`config.mk`:
```
export PLATFORM = sky130hd
export DESIGN_NAME = lacq_refill_sel
export DESIGN_NICKNAME = d
export VERILOG_FILES = /design/src/rtl/lacq_pkg.sv /design/src/rtl/lacq_lookahead.sv /design/src/rtl/lacq_occupancy.sv /design/src/rtl/lacq_pick.sv /design/src/rtl/lacq_refill_sel.sv
export SDC_FILE = /design/constraint.sdc
export NUM_CORES = 1
export LEC_CHECK = 0
export BUFFER_PORTS_ARGS = -buffer_cell sky130_fd_sc_hd__buf_2
export CAP_MARGIN = 20
export CORE_MARGIN = 4
export CORE_UTILIZATION = 70
export DETAILED_ROUTE_END_ITERATION = 8
export PLACE_DENSITY = 0.91
export SYNTH_ARGS = -nofsm -noshare
export SYNTH_HDL_FRONTEND = slang
export SYNTH_SLANG_ARGS = --single-unit
```
`constraint.sdc`:
```
create_clock -name clk -period 25.7 [get_ports clk]
set_clock_uncertainty 0.2 [all_clocks]
set_input_delay 0 -clock clk [delete_from_list [all_inputs] [get_ports clk]]
set_output_delay 0 -clock clk [all_outputs]
set_load 0.01 [all_outputs]
```
`src/rtl/lacq_pkg.sv`:
```
`timescale 1ns/1ps
package lacq_pkg;

    // Reason attached to a refill grant.
    typedef enum logic [1:0] {
        RSN_NONE    = 2'd0,
        RSN_CRIT    = 2'd1,
        RSN_DEFICIT = 2'd2
    } refill_rsn_e;

    // Width of an index or counter able to address n distinct values.
    function automatic int idx_w(input int n);
        return (n < 2) ? 1 : $clog2(n);
    endfunction

endpackage

```
`src/rtl/lacq_lookahead.sv`:
```
`timescale 1ns/1ps
module lacq_lookahead #(
    parameter int LOOK = 8,
    parameter int QW   = 2
) (
    input  logic          clk,
    input  logic          rst,
    input  logic          in_vld,
    input  logic [QW-1:0] in_qid,
    output logic          slot_vld [LOOK],
    output logic [QW-1:0] slot_qid [LOOK]
);

    typedef struct packed {
        logic          vld;
        logic [QW-1:0] qid;
    } slot_t;

    // pipe[0] is the oldest entry and is served in the current cycle.
    slot_t pipe [LOOK];

    always_ff @(posedge clk) begin
        if (rst) begin
            for (int i = 0; i < LOOK; i++) pipe[i] <= '0;
        end else begin
            for (int i = 0; i < LOOK - 1; i++) pipe[i] <= pipe[i+1];
            pipe[LOOK-1] <= {in_vld, in_qid};
        end
    end

    for (genvar i = 0; i < LOOK; i++) begin : g_out
        assign slot_vld[i] = pipe[i].vld;
        assign slot_qid[i] = pipe[i].qid;
    end

endmodule

```
`src/rtl/lacq_occupancy.sv`:
```
`timescale 1ns/1ps
module lacq_occupancy #(
    parameter int NQ     = 4,
    parameter int BLEN   = 2,
    parameter int HDEPTH = 10,
    parameter int QW     = 2,
    parameter int OW     = 4
) (
    input  logic          clk,
    input  logic          rst,
    input  logic          serve_vld,
    input  logic [QW-1:0] serve_qid,
    input  logic          fill_vld,
    input  logic [QW-1:0] fill_qid,
    output logic [OW-1:0] occ [NQ],
    output logic          underrun
);

    localparam logic [OW:0] FILL_AMT = BLEN[OW:0];

    logic [OW:0] avail [NQ];
    logic [OW:0] nxt   [NQ];

    // Bytes usable this slot: held bytes plus a refill landing now.
    always_comb begin
        for (int q = 0; q < NQ; q++) begin
            avail[q] = {1'b0, occ[q]} +
                       ((fill_vld && fill_qid == QW'(q)) ? FILL_AMT : '0);
            if (serve_vld && serve_qid == QW'(q) && avail[q] != '0)
                nxt[q] = avail[q] - 1'b1;
            else
                nxt[q] = avail[q];
        end
    end

    assign underrun = serve_vld && (avail[serve_qid] == '0);

    for (genvar q = 0; q < NQ; q++) begin : g_cnt
        always_ff @(posedge clk) begin
            if (rst) occ[q] <= '0;
            else     occ[q] <= nxt[q][OW-1:0];
        end
    end

endmodule

```
`src/rtl/lacq_pick.sv`:
```
`timescale 1ns/1ps
module lacq_pick
    import lacq_pkg::*;
#(
    parameter int NQ     = 4,
    parameter int BLEN   = 2,
    parameter int LOOK   = 8,
    parameter int HDEPTH = 10,
    parameter int QW     = 2,
    parameter int OW     = 4,
    parameter int CW     = 4
) (
    input  logic          slot_vld [LOOK],
    input  logic [QW-1:0] slot_qid [LOOK],
    input  logic [OW-1:0] occ      [NQ],
    output logic [CW-1:0] pend     [NQ],
    output logic          sel_vld,
    output logic [QW-1:0] sel_qid,
    output refill_rsn_e   sel_rsn
);

    logic          crit_found;
    logic [QW-1:0] crit_qid;
    logic          best_found;
    logic [QW-1:0] best_qid;
    logic [NQ-1:0] room;

    // Oldest-to-newest scan: the first entry whose running count for its
    // queue passes that queue's byte count marks the earliest critical queue.
    always_comb begin
        int run [NQ];
        for (int q = 0; q < NQ; q++) run[q] = 0;
        crit_found = 1'b0;
        crit_qid   = '0;
        for (int i = 0; i < LOOK; i++) begin
            if (slot_vld[i]) begin
                run[slot_qid[i]] = run[slot_qid[i]] + 1;
                if (!crit_found && run[slot_qid[i]] > int'(occ[slot_qid[i]])) begin
                    crit_found = 1'b1;
                    crit_qid   = slot_qid[i];
                end
            end
        end
        for (int q = 0; q < NQ; q++) pend[q] = CW'(run[q]);
    end

    // Headroom for a whole refill block.
    always_comb begin
        for (int q = 0; q < NQ; q++)
            room[q] = (int'(occ[q]) + BLEN) <= HDEPTH;
    end

    // Fallback: largest (pending - held), lowest index on a tie.
    always_comb begin
        int best_def;
        int def;
        best_found = 1'b0;
        best_qid   = '0;
        best_def   = 0;
        for (int q = 0; q < NQ; q++) begin
            def = int'(pend[q]) - int'(occ[q]);
            if (room[q] && (!best_found || def > best_def)) begin
                best_found = 1'b1;
                best_qid   = QW'(q);
                best_def   = def;
            end
        end
    end

    always_comb begin
        if (crit_found) begin
            sel_vld = room[crit_qid];
            sel_qid = crit_qid;
            sel_rsn = room[crit_qid] ? RSN_CRIT : RSN_NONE;
        end else begin
            sel_vld = best_found;
            sel_qid = best_qid;
            sel_rsn = best_found ? RSN_DEFICIT : RSN_NONE;
        end
    end

endmodule

```
`src/rtl/lacq_refill_sel.sv`:
```
`timescale 1ns/1ps
module lacq_refill_sel
    import lacq_pkg::*;
#(
    parameter int  NQ     = 4,
    parameter int  BLEN   = 2,
    parameter int  LOOK   = NQ * BLEN,
    parameter int  HDEPTH = LOOK + BLEN,
    localparam int QW     = idx_w(NQ)
) (
    input  logic          clk,
    input  logic          rst,
    input  logic          req_valid,
    input  logic [QW-1:0] req_qid,
    output logic          serve_valid,
    output logic [QW-1:0] serve_qid,
    output logic          underrun,
    output logic          refill_valid,
    output logic [QW-1:0] refill_qid,
    output logic [1:0]    refill_reason
);

    localparam int OW = idx_w(HDEPTH + 1);
    localparam int CW = idx_w(LOOK + 1);
    localparam int PW = idx_w(BLEN);

    logic          slot_vld [LOOK];
    logic [QW-1:0] slot_qid [LOOK];
    logic [OW-1:0] occ      [NQ];
    logic [CW-1:0] pend     [NQ];
    logic          sel_vld;
    logic [QW-1:0] sel_qid;
    refill_rsn_e   sel_rsn;
    logic [PW-1:0] phase;
    logic          tick;

    lacq_lookahead #(.LOOK(LOOK), .QW(QW)) u_look (
        .clk      (clk),
        .rst      (rst),
        .in_vld   (req_valid),
        .in_qid   (req_qid),
        .slot_vld (slot_vld),
        .slot_qid (slot_qid)
    );

    lacq_pick #(
        .NQ(NQ), .BLEN(BLEN), .LOOK(LOOK), .HDEPTH(HDEPTH),
        .QW(QW), .OW(OW), .CW(CW)
    ) u_pick (
        .slot_vld (slot_vld),
        .slot_qid (slot_qid),
        .occ      (occ),
        .pend     (pend),
        .sel_vld  (sel_vld),
        .sel_qid  (sel_qid),
        .sel_rsn  (sel_rsn)
    );

    // Refill slot counter: one grant opportunity every BLEN cycles.
    assign tick = (phase == PW'(BLEN - 1));

    always_ff @(posedge clk) begin
        if (rst)       phase <= '0;
        else if (tick) phase <= '0;
        else           phase <= phase + 1'b1;
    end

    assign refill_valid  = tick && sel_vld;
    assign refill_qid    = sel_qid;
    assign refill_reason = refill_valid ? sel_rsn : RSN_NONE;
    assign serve_valid   = slot_vld[0];
    assign serve_qid     = slot_qid[0];

    lacq_occupancy #(
        .NQ(NQ), .BLEN(BLEN), .HDEPTH(HDEPTH), .QW(QW), .OW(OW)
    ) u_occ (
        .clk       (clk),
        .rst       (rst),
        .serve_vld (serve_valid),
        .serve_qid (serve_qid),
        .fill_vld  (refill_valid),
        .fill_qid  (refill_qid),
        .occ       (occ),
        .underrun  (underrun)
    );

endmodule

```
### After elaboration in Yosys (flattened, before gate mapping)

Memory sizes are Yosys's and may differ from the RTL's.
Cells that the tools add are included.

| word-level totals | value |
|---|---|
| flip-flop bits (word level) | 17 |
| memory bits (writable) | 24 |
| word-level logic and storage cells | 314 |
| memories kept | 1 |

Memory list:

| memory | words | width | rd ports | clocked after memory_dff | wr ports | RTL line | RTL |
|---|---|---|---|---|---|---|---|
| u_look.pipe | 8 | 3 | 8 | 0 | 8 | lacq_lookahead.sv:20 | `slot_t pipe [LOOK];` |

| operators by class | value |
|---|---|
| add/sub/neg operators | 25 |
| order comparisons | 32 |
| equality and inequality tests | 6 |
| muxes and demuxes | 175 |
| bitwise gates (word level) | 17 |
| reduce and logical (&&, ||, !) cells | 53 |

Operator list:

| kind | count |
|---|---|
| 32-bit 2-to-1 mux | 43 |
| 32-bit binary-select mux with 2-bit select | 16 |
| 128-bit bitwise mux | 7 |
| 128-bit 2-to-1 mux | 7 |
| 32-bit demux with 2-bit select | 8 |
| 32-bit by 2-bit adder with 32-bit output (second input constant) | 8 |
| 32-bit by 5-bit > comparator with 1-bit output | 8 |
| 128-bit AND | 1 |
| 32-bit by 5-bit less-or-equal comparator with 1-bit output (second input constant) | 4 |
| 100-bit 2-to-1 mux | 1 |
| 32-bit > comparator | 3 |
| 4-bit 2-to-1 mux | 20 |
| 4-bit binary-select mux with 2-bit select | 8 |
| 2-bit 2-to-1 mux | 26 |
| 1-bit logical AND | 32 |
| 1-bit 2-to-1 mux | 27 |
| 3-bit greater-or-equal comparator (second input constant) | 8 |
| 3-bit by 1-bit less-than comparator with 1-bit output (second input constant) | 8 |
| 3-bit 2-to-1 mux | 8 |
| 2-bit inverter with 3-bit output | 8 |
| 4-bit by 2-bit adder with 5-bit output | 4 |
| 4-bit by 2-bit adder with 5-bit output (second input constant) | 4 |
| 5-bit nonzero test | 4 |
| 4-bit by 4-bit subtractor with 5-bit output | 4 |
| 14 further kinds | 41 |

### Longest topological paths before layout

An unclocked memory read counts as a cell.

| depth | value |
|---|---|
| depth in word-level cells | 74 |
| mapped depth | 73 |

### By module

From an unflattened synthesis, not the netlist that was laid out.

| unflattened totals | value |
|---|---|
| cells, all modules | 1192 |
| area total of the unflattened synthesis | 8903.5 um^2 |

By module, submodules not included:

| module | instances | cells each | area each (um^2) | seq. area each (um^2) |
|---|---|---|---|---|
| lacq_pick | 1 | 990 | 7013.0 | 0.0 |
| lacq_occupancy | 1 | 147 | 1153.6 | 320.3 |
| lacq_lookahead | 1 | 50 | 693.2 | 480.5 |
| lacq_refill_sel | 1 | 5 | 43.8 | 20.0 |

### Worst setup path before layout

Ideal clock, no wire load.

| timing path | value |
|---|---|
| path type | reg2out |
| start point | memory u_look.pipe[0][1] in the netlist's numbering |
| end point | output port underrun |
| data arrival time | 13.689 ns |
| data required time | 25.500 ns |
| path slack | 11.811 ns |
| cell stages (with the launch flop) | 63 |
| path buffers | 2 |
| cells stage by stage | dfxtp_1 buf_2 nand3b_1 xor2_1 mux4_2 ha_1 and4b_1 a31o_2 mux4_2 ha_1 mux2i_1 a2111o_1 o31ai_4 nand3_1 a32oi_2 nand2_1 ha_1 a21o_1 (+27 left out) or2_2 clkbuf_1 o21ai_0 ha_1 nor2b_1 o21a_1 o21ai_0 a21oi_1 o21ai_0 nand2_1 mux2_2 nor3b_1 ha_1 ha_1 or2_2 a21oi_1 a211oi_1 a2111oi_0 |

RTL lines:

| what | RTL line | RTL |
|---|---|---|
| from (decl) | lacq_lookahead.sv:20 |  |
| to (decl) | lacq_refill_sel.sv:17 | `output logic underrun,` |

==> metrics.txt <==
status=complete, no violations; fill cell count=around 860; CP max FO=14; mean area per synthesized cell=around 7.5 um^2; DRT Wirelength=26500 um; Pwr Density=around 65 nW/um^2; die span in y=between 100 and 150 um; P_leak=3.43 nW; min Tclk post-route=roughly 16000 ps; Final Power=between 0.0005 and 0.0006 W; CTS Buf Count=5; Yosys warnings=0; Crit path largest cell delay=roughly 650 ps; chip width=between 100 and 150 um; MaxCap Viol Count=0; Post-DRT Antenna Nets=0; clock sinks=41; Initial DRC Count=~1700; pre-CTS setup slack=10440 ps; IO Pins=14; Post-Syn Nets=approximately 1200; clock network latency to the later pin of the worst-skew pair=about 300 ps; Crit path max-delay family=compound AO/OA/AOI/OAI gates; I/O Buffers=13; 1st-pass router iterations=6; CTS tree=built; area delta synth->final=1.80%; Die ar.=roughly 14000 um^2; worst min path class=input pin to flip-flop; Setup CP Type=flip-flop to output port; Setup TNS Final=0 ps; FF/Latch Area=just over 800 um^2; DR vias/cell=~7.5; CP endpoint kind=output port; register area share after synthesis=0.0977; slew margin rel.=0.296; initial antenna violation count=0; Crit-path slowest cell=dfxtp_1; worst setup margin=about 9800 ps; Post-synth EDFFs=0; Placer Congestion=~1.0; CTS clk-pin slew, worst paths=~70 ps; Buf/Inv on CP=1; DR vias=about 9000; fmax=around 63 MHz; CTS H-Tree Depth=2; worst slew pin tran=~1100 ps; vias in the first global route=roughly 8100; Peak VDD IR=210 uV; Final Instance Area=8550 um^2; Starting Density=0.727; fin cells=between 1000 and 1500; Multi-input gate area=6930 um^2; Final period util=0.619; detailed placement HPWL=around 20000 um; share of layout cells above drive strength 1=0.105; synthesized flop and latch total=41; RSZ-0062 raised after global routing=false; Hold Vio Cnt, Final=0; PostCTS Resize Cnt=0; Critical Path Most Common Cell=ha_1; Max Slew Vio Count=0; Critical Path RT=25500 ps; Setup Buffers After CTS=0; Diodes inserted=0; # setup viols final=0; wire length per cell=~22 um; Rows=39; Area after DPL=roughly 8400 um^2; nets@finish=around 1200; post-synth cell types=100; # DRC=0; Post-Syn Area=about 8400 um^2; Cells after DPL=between 1000 and 1500; global-route wire length before repair=approximately 42000 um; Syn Inst Count=1115; FFs w/ async S/R, synth=0; gr ovfl total=0; Core ar.=around 12000 um^2; Clock Tree Buf Depth=2; Main synth FF type=dfxtp_1; crit path DAT=about 16000 ps; CP Launch Type=flip-flop; CTS root buf=clkbuf_16; total track usage=0.367; pin count of the biggest net entering global routing=between 40 and 50
==> sequential cells by signal (all words and copies together), names as in the netlist <==
signal and cells:
u_look.pipe 24, u_occ.occ 16, phase 1
==> path summary, 6_finish.rpt <==
path                                startpoint                           end  slack (ps)  cells past startpoint
hold / removal                             rst  u_look.pipe[0][7]$_SDFF_PP0_          80                      2
setup reg to reg  u_look.pipe[0][1]$_SDFF_PP0_      u_occ.occ[11]$_SDFF_PP0_       10170                     66
hold reg to reg               phase$_SDFF_PP0_              phase$_SDFF_PP0_         290                      1
setup / recovery  u_look.pipe[0][1]$_SDFF_PP0_                      underrun        9800                     64
==> cell families (layout without fill, tap and decap cells) <==
logic type	count (synthesis)	after routing	synth area share
multiplexers	60	60	0.127
AND/OR/NAND/NOR	412	412	0.257
buffers and inverters	164	115	0.0776
AO/OA/AOI/OAI	287	287	0.235
flip-flops	41	41	0.0977
adder cells (fa/ha/maj)	82	82	0.126
other	1	1	0.000446
XOR/XNOR	68	68	0.0792
==> synth_stat cells, drive strengths merged, types with 13 or more instances <==
cell,number,area (um^2)
a211oi,16,130
nor2,94,353
xnor2,44,393
o21a,13,97.6
nand2,88,333
a31oi,20,125
nand4,14,87.6
and3,18,113
a21oi,69,349
buf,20,110
nor2b,31,194
o21ai,56,280
nor3,30,155
a21o,17,128
mux4,36,811
ha,78,976
dfxtp,41,821
xor2,20,183
nand3,39,200
and2,20,125
inv,83,312
mux2i,14,144
clkbuf,59,221
==> what timing repair did <==
| item | 4_1_cts | 5_1_grt |
|---|---|---|
| endpoints found under the hold margin | 3 | 0 |
| hold buffers | 3 | 0 |
| setup endpoints to repair | 0 | 0 |
==> final cells by class <==
class | count | area share
clock buffers | 5 | 0.0146
clock inverters | 3 | 0.00249
inverters | 85 | 0.0374
multi-input cells | 910 | 0.810
flip-flops and latches | 41 | 0.0959
well taps | 143 | 0.0209
repair buffers | 22 | 0.0184
==> cell usage in the layout (no fill, tap or decap), types with 31 or more instances in the layout <==
master / instances
xnor2_1: 43
inv_1: 82
ha_1: 78
nor2_1: 94
mux4_2: 36
nand2_1: 87
dfxtp_1: 41
a21oi_1: 68
o21ai_0: 52
nand3_1: 38
nor2b_1: 31
==> metal layers <==
layer | part of all wire | global-route usage | vias to the layer above | wire length (um)
met5 | 0 | 0 | - | 0
met1 | 0.37 | 0.492 | 4106 | 9890
li1 | - | - | 3991 | -
met2 | 0.44 | 0.587 | 775 | 11700
met3 | 0.13 | 0.0543 | 159 | 3430
met4 | 0.054 | 0.167 | 0 | 1420
==> report_power, final <==
group | switching, W | internal (W) | leakage (nW) | total, W
registers | 0.0000167 | 0.0000679 | 0.333 | 0.0000846
clock network | 0.0000300 | 0.0000363 | 0.0702 | 0.0000662
logic | 0.000228 | 0.000178 | 3.03 | 0.000406
==> through the flow <==
stage / utilization / hold WS [ps]
after floorplan: - / -128
after global placement: 0.722 / 6.79
after detailed placement: 0.722 / 12.9
after CTS: 0.737 / 81.7
after global routing: 0.740 / 121
final: 0.740 / 79.7
Note: power is estimated with default switching activity, not from simulation.
